$ cat config.mk
export PLATFORM = sky130hd
export DESIGN_NAME = sync_period_ctr
export DESIGN_NICKNAME = d
export VERILOG_FILES = /design/src/rtl/spc_pkg.sv /design/src/rtl/spc_state.sv /design/src/rtl/spc_regs.sv /design/src/rtl/spc_counter.sv /design/src/rtl/sync_period_ctr.sv
export SDC_FILE = /design/constraint.sdc
export NUM_CORES = 1
export LEC_CHECK = 0
export BUFFER_PORTS_ARGS = -buffer_cell sky130_fd_sc_hd__buf_2
export CORE_AREA = 2 2 91 93
export DETAILED_ROUTE_END_ITERATION = 8
export DIE_AREA = 0 0 93 95
export PLACE_DENSITY = 0.75
export RECOVER_POWER = 25
export SKIP_CTS_REPAIR_TIMING = 1
export SLEW_MARGIN = 20
export SYNTH_ARGS = -nofsm -noshare
export SYNTH_HDL_FRONTEND = slang
export SYNTH_HIERARCHICAL = 1
export SYNTH_SLANG_ARGS = --single-unit
$ cat constraint.sdc
create_clock -name clk -period 7.2 [get_ports clk]
set_clock_uncertainty 0.2 [all_clocks]
set_input_delay 1.44 -clock clk [delete_from_list [all_inputs] [get_ports clk]]
set_output_delay 1.44 -clock clk [all_outputs]
set_load 0.005 [all_outputs]
$ cat src/rtl/spc_pkg.sv
package spc_pkg;
  localparam int REG_W     = 32;
  localparam int EXP_W     = 5;
  localparam int ADDR_W    = 12;
  localparam int BYTES_W   = 3;
  localparam int MAX_BYTES = 4;
  localparam int MIN_EXP   = 8;
  localparam int MAX_EXP   = 20;
  localparam int CNT_W     = MAX_EXP + 2;
  localparam logic [ADDR_W-1:0] PERIOD_OFS = 12'h034;

  function automatic logic exp_legal(input logic [EXP_W-1:0] e);
    return (e >= EXP_W'(MIN_EXP)) && (e <= EXP_W'(MAX_EXP));
  endfunction
endpackage

$ cat src/rtl/spc_state.sv
module spc_state (
  input  logic clk,
  input  logic rst,
  input  logic trace_en,
  output logic run_q,
  output logic start
);
  assign start = trace_en & ~run_q;

  always_ff @(posedge clk) begin
    if (rst) run_q <= 1'b0;
    else     run_q <= trace_en;
  end
endmodule

$ cat src/rtl/spc_regs.sv
module spc_regs
  import spc_pkg::*;
(
  input  logic              clk,
  input  logic              rst,
  input  logic              run_q,
  input  logic              lock_in,
  input  logic              acc_valid,
  input  logic              acc_write,
  input  logic [ADDR_W-1:0] acc_addr,
  input  logic [REG_W-1:0]  acc_wdata,
  output logic              rsp_valid,
  output logic              rsp_err,
  output logic [REG_W-1:0]  rsp_rdata,
  output logic [EXP_W-1:0]  period_q,
  output logic              exp_changed
);
  logic hit, err, wr_ok;

  always_comb begin
    hit         = (acc_addr == PERIOD_OFS);
    err         = lock_in | ~hit | (acc_write & run_q);
    wr_ok       = acc_valid & acc_write & ~err;
    exp_changed = wr_ok & (acc_wdata[EXP_W-1:0] != period_q);
  end

  always_ff @(posedge clk) begin
    if (rst) begin
      period_q  <= '0;
      rsp_valid <= 1'b0;
      rsp_err   <= 1'b0;
      rsp_rdata <= '0;
    end else begin
      rsp_valid <= acc_valid;
      rsp_err   <= acc_valid & err;
      rsp_rdata <= (acc_valid & ~err & ~acc_write) ? REG_W'(period_q) : '0;
      if (wr_ok) period_q <= acc_wdata[EXP_W-1:0];
    end
  end
endmodule

$ cat src/rtl/spc_counter.sv
module spc_counter
  import spc_pkg::*;
(
  input  logic               clk,
  input  logic               rst,
  input  logic               run_q,
  input  logic               start,
  input  logic               clr,
  input  logic [EXP_W-1:0]   period_q,
  input  logic [BYTES_W-1:0] trace_bytes,
  output logic               sync_req
);
  logic [CNT_W-1:0] cnt_q, sum, thr, inc;
  logic             legal;

  always_comb begin
    legal = exp_legal(period_q);
    thr   = CNT_W'(1) << period_q;
    inc   = (trace_bytes > BYTES_W'(MAX_BYTES)) ? CNT_W'(MAX_BYTES) : CNT_W'(trace_bytes);
    sum   = cnt_q + inc;
  end

  always_ff @(posedge clk) begin
    if (rst || start || clr || !legal) begin
      cnt_q    <= '0;
      sync_req <= 1'b0;
    end else if (run_q) begin
      if (sum >= thr) begin
        cnt_q    <= sum - thr;
        sync_req <= 1'b1;
      end else begin
        cnt_q    <= sum;
        sync_req <= 1'b0;
      end
    end else begin
      sync_req <= 1'b0;
    end
  end
endmodule

$ cat src/rtl/sync_period_ctr.sv
module sync_period_ctr
  import spc_pkg::*;
(
  input  logic               clk,
  input  logic               rst,
  input  logic               trace_en,
  input  logic [BYTES_W-1:0] trace_bytes,
  input  logic               lock_in,
  input  logic               acc_valid,
  input  logic               acc_write,
  input  logic [ADDR_W-1:0]  acc_addr,
  input  logic [REG_W-1:0]   acc_wdata,
  output logic               rsp_valid,
  output logic               rsp_err,
  output logic [REG_W-1:0]   rsp_rdata,
  output logic               sync_req
);
  logic             run_q, start, exp_changed;
  logic [EXP_W-1:0] period_q;

  spc_state u_state (
    .clk(clk), .rst(rst), .trace_en(trace_en), .run_q(run_q), .start(start)
  );

  spc_regs u_regs (
    .clk(clk), .rst(rst), .run_q(run_q), .lock_in(lock_in),
    .acc_valid(acc_valid), .acc_write(acc_write), .acc_addr(acc_addr),
    .acc_wdata(acc_wdata), .rsp_valid(rsp_valid), .rsp_err(rsp_err),
    .rsp_rdata(rsp_rdata), .period_q(period_q), .exp_changed(exp_changed)
  );

  spc_counter u_cnt (
    .clk(clk), .rst(rst), .run_q(run_q), .start(start), .clr(exp_changed),
    .period_q(period_q), .trace_bytes(trace_bytes), .sync_req(sync_req)
  );
endmodule

==> results of run 1 <==
[per-stage QoR]
step,cell area (um2),cells,setup WS (ps),hold WS [ps]
after floorplan,3970,517,1930,267
after global placement,3980,613,1000,275
after detailed placement,3980,613,954,283
after CTS,4100,621,1200,294
after global routing,4090,621,778,338
final,4090,621,1200,295
[power by group]
group	total [W]	switching, W	internal, W
Combinational	0.0000744	0.0000427	0.0000317
Sequential	0.000200	0.000000206	0.000200
Clock	0.000188	0.0000854	0.000103
Total	0.000462	0.000128	0.000334
[registers in the layout (all words and copies together) (netlist names)]
signal / count
u_regs/period_q: 5
u_state/run_q: 1
u_cnt/cnt_q: 22
u_regs/rsp_rdata: 5
u_regs/rsp_valid: 1
u_cnt/sync_req: 1
u_regs/rsp_err: 1
[worst max-delay path: stages]
cell and delay, ps:
buf_2 110, nand2b_1 150, inv_1 50, ha_1 270, a21o_1 120, a21oi_1 160
and3b_1 360, nor3b_1 560, nand3_1 180, xnor2_1 170, ha_1 390, a21oi_1 170
nor2b_1 70, o21ai_0 150, nand2_1 70, a31oi_1 340, nand3_2 350, buf_4 320
mux2_2 290, a22oi_1 190, nor2_1 50
[cell type report]
type | count | area share [%]
clock inverters | 3 | 1.04
clock buffers | 5 | 1.68
well taps | 105 | 3.22
flip-flops and latches | 36 | 17.6
inverters | 13 | 1.19
repair buffers | 37 | 4.62
multi-input cells | 422 | 70.6
[Yosys cell counts (3+ instances only)]
master	instances	share of area, %
and4_1	3	0.68
a21oi_1	37	4.8
xor2_1	13	2.9
nor2b_1	13	2.1
buf_4	28	5.4
nand3_1	19	2.5
xnor2_1	23	5.2
o31ai_1	3	0.58
nand3b_1	3	0.58
a21o_1	5	0.97
a31oi_1	8	1.3
nor3_1	11	1.4
and2_1	7	1.1
inv_1	12	1.2
nand4_1	6	0.97
o21ai_0	23	3.0
or4_1	3	0.58
clkbuf_1	12	1.2
a211oi_1	7	1.4
and3_1	6	0.97
nor2_1	31	3.0
a31o_2	4	0.91
or2_2	7	1.1
nand2b_1	19	3.1
nand2_1	38	3.7
ha_1	23	7.4
dfxtp_1	36	19
mux2i_1	13	3.4
o31a_1	3	0.68
buf_6	3	0.87
o21a_1	6	1.2
[final timing paths]
path | to | slack [ps] | depth (start not counted)
worst max-delay path | u_cnt/cnt_q[10]$_SDFFE_PP0P_ | 1200 | 21
worst min-delay path | u_cnt/cnt_q[2]$_SDFFE_PP0P_ | 290 | 2
worst max register to register | u_cnt/cnt_q[10]$_SDFFE_PP0P_ | 2280 | 18
worst min register to register | u_cnt/cnt_q[2]$_SDFFE_PP0P_ | 290 | 2
[per-layer routing]
layer  up-vias  routed length, um
met1      1657               4030
met4         0                209
met2       134               4280
met3        22                500
li1       1772                  -
met5         -                  0
[cell families after synthesis]
group	after synthesis	share of synthesized area [%]
and+or+nand+nor	189	28.3
AOI/OAI and AO/OA	129	22.6
buffers and inverters	59	9.38
xor gates and xnor gates	37	8.57
DFF	36	18.6
adders and majority gates	25	8.48
muxes	15	3.95
other	1	0.0970
==> impl_metrics.ini, run 1 <==
[outcome]
outcome = finished clean

[finish]
multi_input_area_um2 = 2880
final_cell_mix = nand2_1, a21oi_1, dfxtp_1
final_util_pct = 51.5
final_common_cell = nand2_1
drive_gt1_share_pct = 14.7
antenna_cells = 0
syn2layout_area_growth_pct = 5.63
seq_area_um2 = 721
final_nets = 593
nFillCells = 793

[floorplan]
die_x_um = 93
die_height_um = 95
die-area_um2 = 8840
core-area_um2 = 7930
num_rows = 33
ios = 88
initial_core_util_pct = 48.8

[global_route]
met3_usage_pct = 2.95
grt_pass1_wl_mm = 15.0
grt-ovfl-total = 0
track_usage_pct = 20.9
first_global_vias = 3289
met1_usage_pct = 26.3
grt_max_degree = 40
top_usage_layer = met2
antenna_found_initial = 0
gr-usage-met2_pct = 36.1

[synth]
yosysWarnings = 6
ys_ff_latch = 36
synthCells = 491
synth-async-reset-ratio_pct = 0
synth_edf_count = 0
synth_cell_type_count = 79
ys.flop_type = dfxtp_1
syn_area_per_cell_um2 = 7.88
yosysSeqAreaShare_pct = 18.6
synthesis.area_um2 = 3870

[placement]
dp_hpwl_mm = 6.83
place_congestion = 0.913
port_buffers = 33

[critical_path]
cp-startpoint = trace_bytes[2]
cp.arrival_ps = 5980
path_max_fanout = 14
worstPathRequired_ps = 7180
worstSetupStartpointType = input pin
worstSetupPathType = input pin to register
r2r_start = u_cnt/cnt_q[0]$_SDFFE_PP0P_
endpoint_kind = register

[timing]
rsz0062_at_grt = no
clock.fmax_mhz = 167
hold_viol = 0
worst_slew_pin_slew_ps = 620
relSlewSlack_pct = 58.6
maxSlewViolCount = 0
post-route-min-period_ps = 6000
setup_viol = 0
final.period_utilization_pct = 83.3
final.setup.tns_ps = 0

[drt]
first_pass_iters = 5
vias_per_cell = 5.77
wire_per_inst_um = 14.5
via_count = 3585
ant_nets = 0
drt_iter0_drc = 271
routed_wl_mm = 9.02
drc = 0

[power_and_ir_drop]
powerDensity_nw_per_um2 = 113
leakagePower_nw = 1.71
ir_worst_vdd_uv = 79.9
p_total_w = 0.000462

[clock_network]
cts_tree = done
cts_root_buffer = clkbuf_8
path_clk_slew_ps = 80
htreeDepth = 2
cts_buffer_depth = 2
cts_buffers = 5
worst_skew_pair.late_latency_ps = 300
cts_sinks = 36

[hold_path]
worstHoldStart = u_cnt/cnt_q[2]$_SDFFE_PP0P_
hp-class = register to register

[run]
drv_cap = 0
No activity file was read; power rests on OpenSTA's default activity.
==> run 2, diff against run 1 <==
- clock period: 7.2 -> 5.8 ns (I/O delays scaled with it)
==> run 2 against run 1 <==
Final area increased by 0.83%. Sequential share of layout area decreased by 0.14 points. Setup slack got worse by 660 ps. Die area unchanged. Clock-buffer cell count increased by 1. Worst hold slack improved by 7.2 ps. Critical path type unchanged. Highest routed layer unchanged.
==> impl_metrics.ini, run 2 (synthesis gave the netlist of run 1 again) <==
[floorplan]
initial_core_util_pct = 48.8
die_height_um = 95
ios = 88
num_rows = 33
die_x_um = 93
die-area_um2 = 8840
core-area_um2 = 7930

[drt]
first_pass_iters = 6
routed_wl_mm = 9.02
vias_per_cell = 5.81
drc = 0
ant_nets = 0
wire_per_inst_um = 14.4
drt_iter0_drc = 269
via_count = 3643

[critical_path]
worstPathRequired_ps = 5820
worstSetupPathType = input pin to register
cp.arrival_ps = 5280
path_max_fanout = 9
endpoint_kind = register
crit_chain = buf_2, nand2b_1, inv_1, ha_1, a21o_1, a21oi_1, and3b_1, buf_4, nand2_1, xnor2_1, ha_1, nand4_1, or2_2, a31o_1, a211o_1, and3_1, buf_4, a21oi_2, mux2i_1, mux2i_1
r2r_setup_slack_ps = 1300
worstSetupStartpointType = input pin
critical-path-max-stage-delay_ps = 430
cp-startpoint = trace_bytes[2]
cpMaxStageDelayCell = ha_1
r2r_start = u_cnt/cnt_q[0]$_SDFFE_PP0P_

[power_and_ir_drop]
p_total_w = 0.000540
power_frac_clock_pct = 36.4
combPwrFrac_pct = 17.6
p_int_w = 0.000386
ir_worst_vdd_uv = 123
p_sw_share_pct = 28.5
powerDensity_nw_per_um2 = 131
leakagePower_nw = 1.72
switchingPower_w = 0.000154
seq_power_share_pct = 45.9

[finish]
stdcell_area_um2 = 4120
syn2layout_area_growth_pct = 6.50
nFillCells = 765
final_common_cell = nand2_1
drive_gt1_share_pct = 15.5
antenna_cells = 0
final_cell_mix = nand2_1, a21oi_1, dfxtp_1
final_nets = 599
layout.cells.non_filler = 627
final_util_pct = 52.0
seq_area_um2 = 721
regMostFlops = u_cnt/cnt_q
top_regs = u_cnt/cnt_q x22, u_regs/period_q x5, u_regs/rsp_rdata x5
multi_input_area_um2 = 2890
largest_reg_flops = 22

[timing]
setup_viol = 0
rsz0062_at_grt = no
maxSlewViolCount = 0
clock.fmax_mhz = 190
final.period_utilization_pct = 90.7
hold_viol = 0
relSlewSlack_pct = 59.2
worst_slew_pin_slew_ps = 612
final.setup.tns_ps = 0
post-route-min-period_ps = 5260

[clock_network]
cts_sinks = 36
cts_tree = done
cts_buffer_depth = 2
path_clk_slew_ps = 80
cts_root_buffer = clkbuf_8
htreeDepth = 2
worst_skew_pair.late_latency_ps = 290
cts_buffers = 5

[outcome]
outcome = finished clean

[placement]
dp_hpwl_mm = 6.92
placed_cells = 619
port_buffers = 33
place_congestion = 1.05
placed_area_um2 = 4030

[hold_path]
worstHoldStart = u_cnt/cnt_q[0]$_SDFFE_PP0P_
hp-class = register to register

[global_route]
track_usage_pct = 20.6
grt-ovfl-total = 0
grt_pass1_wl_mm = 15.0
antenna_found_initial = 0
grt_max_degree = 40
first_global_vias = 3354

[run]
drv_cap = 0
run 2: layer usage:
layer	GRT usage (%)	part of all wire [%]
met1	25.9	44
met2	36.2	48
met3	2.79	6.2
met4	7.11	2.5
met5	0	0
run 2: path summary, 6_finish.rpt:
check / end / cells past startpoint
worst max register to register: u_cnt/cnt_q[17]$_SDFFE_PP0P_ / 18
worst max-delay path: u_cnt/cnt_q[14]$_SDFFE_PP0P_ / 20
worst min-delay path: u_cnt/cnt_q[0]$_SDFFE_PP0P_ / 2
worst min register to register: u_cnt/cnt_q[0]$_SDFFE_PP0P_ / 2
run 2: power groups by stage:
stage	Combinational (W)	Clock [W]	Sequential (W)
floorplan	0.0000816	0	0.000255
global placement	0.0000927	0	0.000254
detailed placement	0.0000940	0	0.000254
CTS	0.0000946	0.000203	0.000248
global route	0.000106	0.000211	0.000248
finish	0.0000953	0.000197	0.000248
run 2: final cells by class:
cell class / count / area share [%]
multi-input cells: 422 / 70.1
flip-flops and latches: 36 / 17.5
repair buffers: 43 / 5.62
well taps: 105 / 3.19
clock buffers: 6 / 2.00
inverters: 13 / 1.18
clock inverters: 2 / 0.365
run 2: critical path, delay by kind of cell:
kind,cells,cell delay (ps)
adder cells (fa/ha/maj),2,700
multiplexers,2,450
AND/OR/NAND/NOR,6,1170
AO/OA/AOI/OAI,5,1220
XOR/XNOR,1,100
buffers and inverters,4,500
run 2: per-stage QoR:
step | setup slack [ps] | hold WS (ps)
global route | 125 | 326
floorplan | 813 | 267
detailed placement | 197 | 295
CTS | 463 | 308
global placement | 118 | 275
finish | 541 | 302
==> run 3, diff against run 2 <==
- clock period: 5.8 -> 6.3 ns (I/O delays scaled with it)
==> run 3 against run 2 <==
Die area is the same. Clock power grew 8%. Highest routed layer unchanged. Critical endpoint is now u_cnt/cnt_q[17]$_SDFFE_PP0P_. Power shrank 2.6%.
==> impl_metrics.ini, run 3 (synthesis gave the netlist of run 1 again) <==
[outcome]
outcome = finished clean

[finish]
final_common_cell = nand2_1
largest_reg_flops = 22
final_nets = 597
final_cell_mix = nand2_1, a21oi_1, dfxtp_1
drive_gt1_share_pct = 15.0
final_util_pct = 51.9
antenna_cells = 0
syn2layout_area_growth_pct = 6.34
regMostFlops = u_cnt/cnt_q
top_regs = u_cnt/cnt_q x22, u_regs/period_q x5, u_regs/rsp_rdata x5

[power_and_ir_drop]
p_int_w = 0.000383
seq_power_share_pct = 43.4
powerDensity_nw_per_um2 = 128
power_frac_clock_pct = 40.3
combPwrFrac_pct = 16.3
ir_worst_vdd_uv = 77.7
leakagePower_nw = 1.72
switchingPower_w = 0.000144
p_sw_share_pct = 27.3

[timing]
clock.fmax_mhz = 180
hold_viol = 0
worst_slew_pin_slew_ps = 625
post-route-min-period_ps = 5560
relSlewSlack_pct = 58.3
maxSlewViolCount = 0
final.setup.tns_ps = 0
rsz0062_at_grt = no
setup_viol = 0
final.period_utilization_pct = 88.3

[global_route]
grt-ovfl-total = 0
gr-usage-met2_pct = 35.2
met3_usage_pct = 2.87
met1_usage_pct = 26.7
grt_max_degree = 40
first_global_vias = 3178
grt_pass1_wl_mm = 14.7
top_usage_layer = met2
antenna_found_initial = 0
track_usage_pct = 20.3

[floorplan]
num_rows = 33
die-area_um2 = 8840
ios = 88
initial_core_util_pct = 48.8
core-area_um2 = 7930
die_x_um = 93
die_height_um = 95

[critical_path]
crit_chain = buf_2, nor2b_1, ha_1, inv_1, fa_1, nor2b_2, o211ai_2, nor2_1, nand3_1, xnor2_1, ha_1, nor2b_1, o21ai_0, nand2_1, a31oi_1, nand3_2, buf_4, o21a_1, o221ai_1, a31oi_1
r2r_end = u_cnt/cnt_q[17]$_SDFFE_PP0P_
worstSetupStartpointType = input pin
cpMaxStageDelayCell = fa_1
path_max_fanout = 11
worst-path-buf-inv = 3
r2r_setup_slack_ps = 1580
cp.arrival_ps = 5530
cp_top_family = simple AND/OR/NAND/NOR gates
ff2ff_path_depth = 18
critical-path-max-stage-delay_ps = 420
endpoint_kind = register
crit_cells = 20
worstSetupPathType = input pin to register
r2r_start = u_cnt/cnt_q[0]$_SDFFE_PP0P_
worstPathRequired_ps = 6270

[clock_network]
worst_skew_pair.late_latency_ps = 300
cts_sinks = 36
cts_buffers = 5
cts_root_buffer = clkbuf_8
htreeDepth = 2
path_clk_slew_ps = 80
cts_buffer_depth = 2
cts_tree = done

[drt]
routed_wl_mm = 8.92
drc = 0
wire_per_inst_um = 14.3
via_count = 3584
drt_iter0_drc = 278
first_pass_iters = 5
vias_per_cell = 5.73
ant_nets = 0

[hold_path]
whs_endpoint = u_cnt/cnt_q[2]$_SDFFE_PP0P_
hp-class = register to register
worstHoldPathCells = 2
worstHoldStart = u_cnt/cnt_q[2]$_SDFFE_PP0P_

[placement]
place_congestion = 0.951
port_buffers = 33
dp_hpwl_mm = 6.80

[run]
drv_cap = 0
-- run 3: cell count changes in the layout (fill, tap and decap cells not counted), sizes merged --
cell,delta
buf,-2
bufinv,+1
clkbuf,-1
clkinv,+1
clkinvlp,-1
-- run 3: tightest hold or removal path: cells and delay by family, from the launching register on --
kind	cells	cell delay [ps]
compound gates	1	50
flops	1	320
simple gates	1	80
-- run 3: worst max path at each step --
stage / startpoint / endpoint / slack (ps)
3_5_place_dp: trace_bytes[2] / u_cnt/cnt_q[14]$_SDFFE_PP0P_ / 510
4_1_cts: trace_bytes[2] / u_cnt/cnt_q[14]$_SDFFE_PP0P_ / 780
6_report: trace_bytes[2] / u_cnt/cnt_q[17]$_SDFFE_PP0P_ / 740
3_3_place_gp: trace_bytes[2] / u_cnt/cnt_q[14]$_SDFFE_PP0P_ / 540
5_1_grt: trace_bytes[2] / u_cnt/cnt_q[16]$_SDFFE_PP0P_ / 380
2_1_floorplan: trace_bytes[0] / u_cnt/cnt_q[21]$_SDFFE_PP0P_ / 1210
-- run 3: power by group through the flow --
stage	registers [W]	logic, W	clock network, W
floorplan	0.000234	0.0000751	0
global placement	0.000234	0.0000838	0
detailed placement	0.000234	0.0000846	0
CTS	0.000229	0.0000849	0.000219
global route	0.000229	0.0000949	0.000229
finish	0.000228	0.0000856	0.000212
-- run 3: metal layers --
metal  routed length, um  vias up
met4                  59        0
met1                3990     1673
li1                    -     1778
met3                 519        5
met5                   0        -
met2                4350      128
-- run 3: area by class of cell --
type	count	area, um2
Fill cell	760	3810
Multi-Input combinational cell	422	2880
Sequential cell	36	721
Timing Repair Buffer	41	216
Tap cell	105	131
Clock buffer	5	68.8
Inverter	13	48.8
Clock inverter	3	42.5
-- run 3: stage by stage --
stage               instance area [um2]  hold WS, ps  total power (W)  instances  setup WS [ps]
floorplan                          3970          267         0.000310        517           1210
CTS                                4130          302         0.000532        625            783
finish                             4110          299         0.000526        625            739
detailed placement                 4010          291         0.000318        617            506
global route                       4110          323         0.000553        625            382
global placement                   4010          276         0.000318        617            541
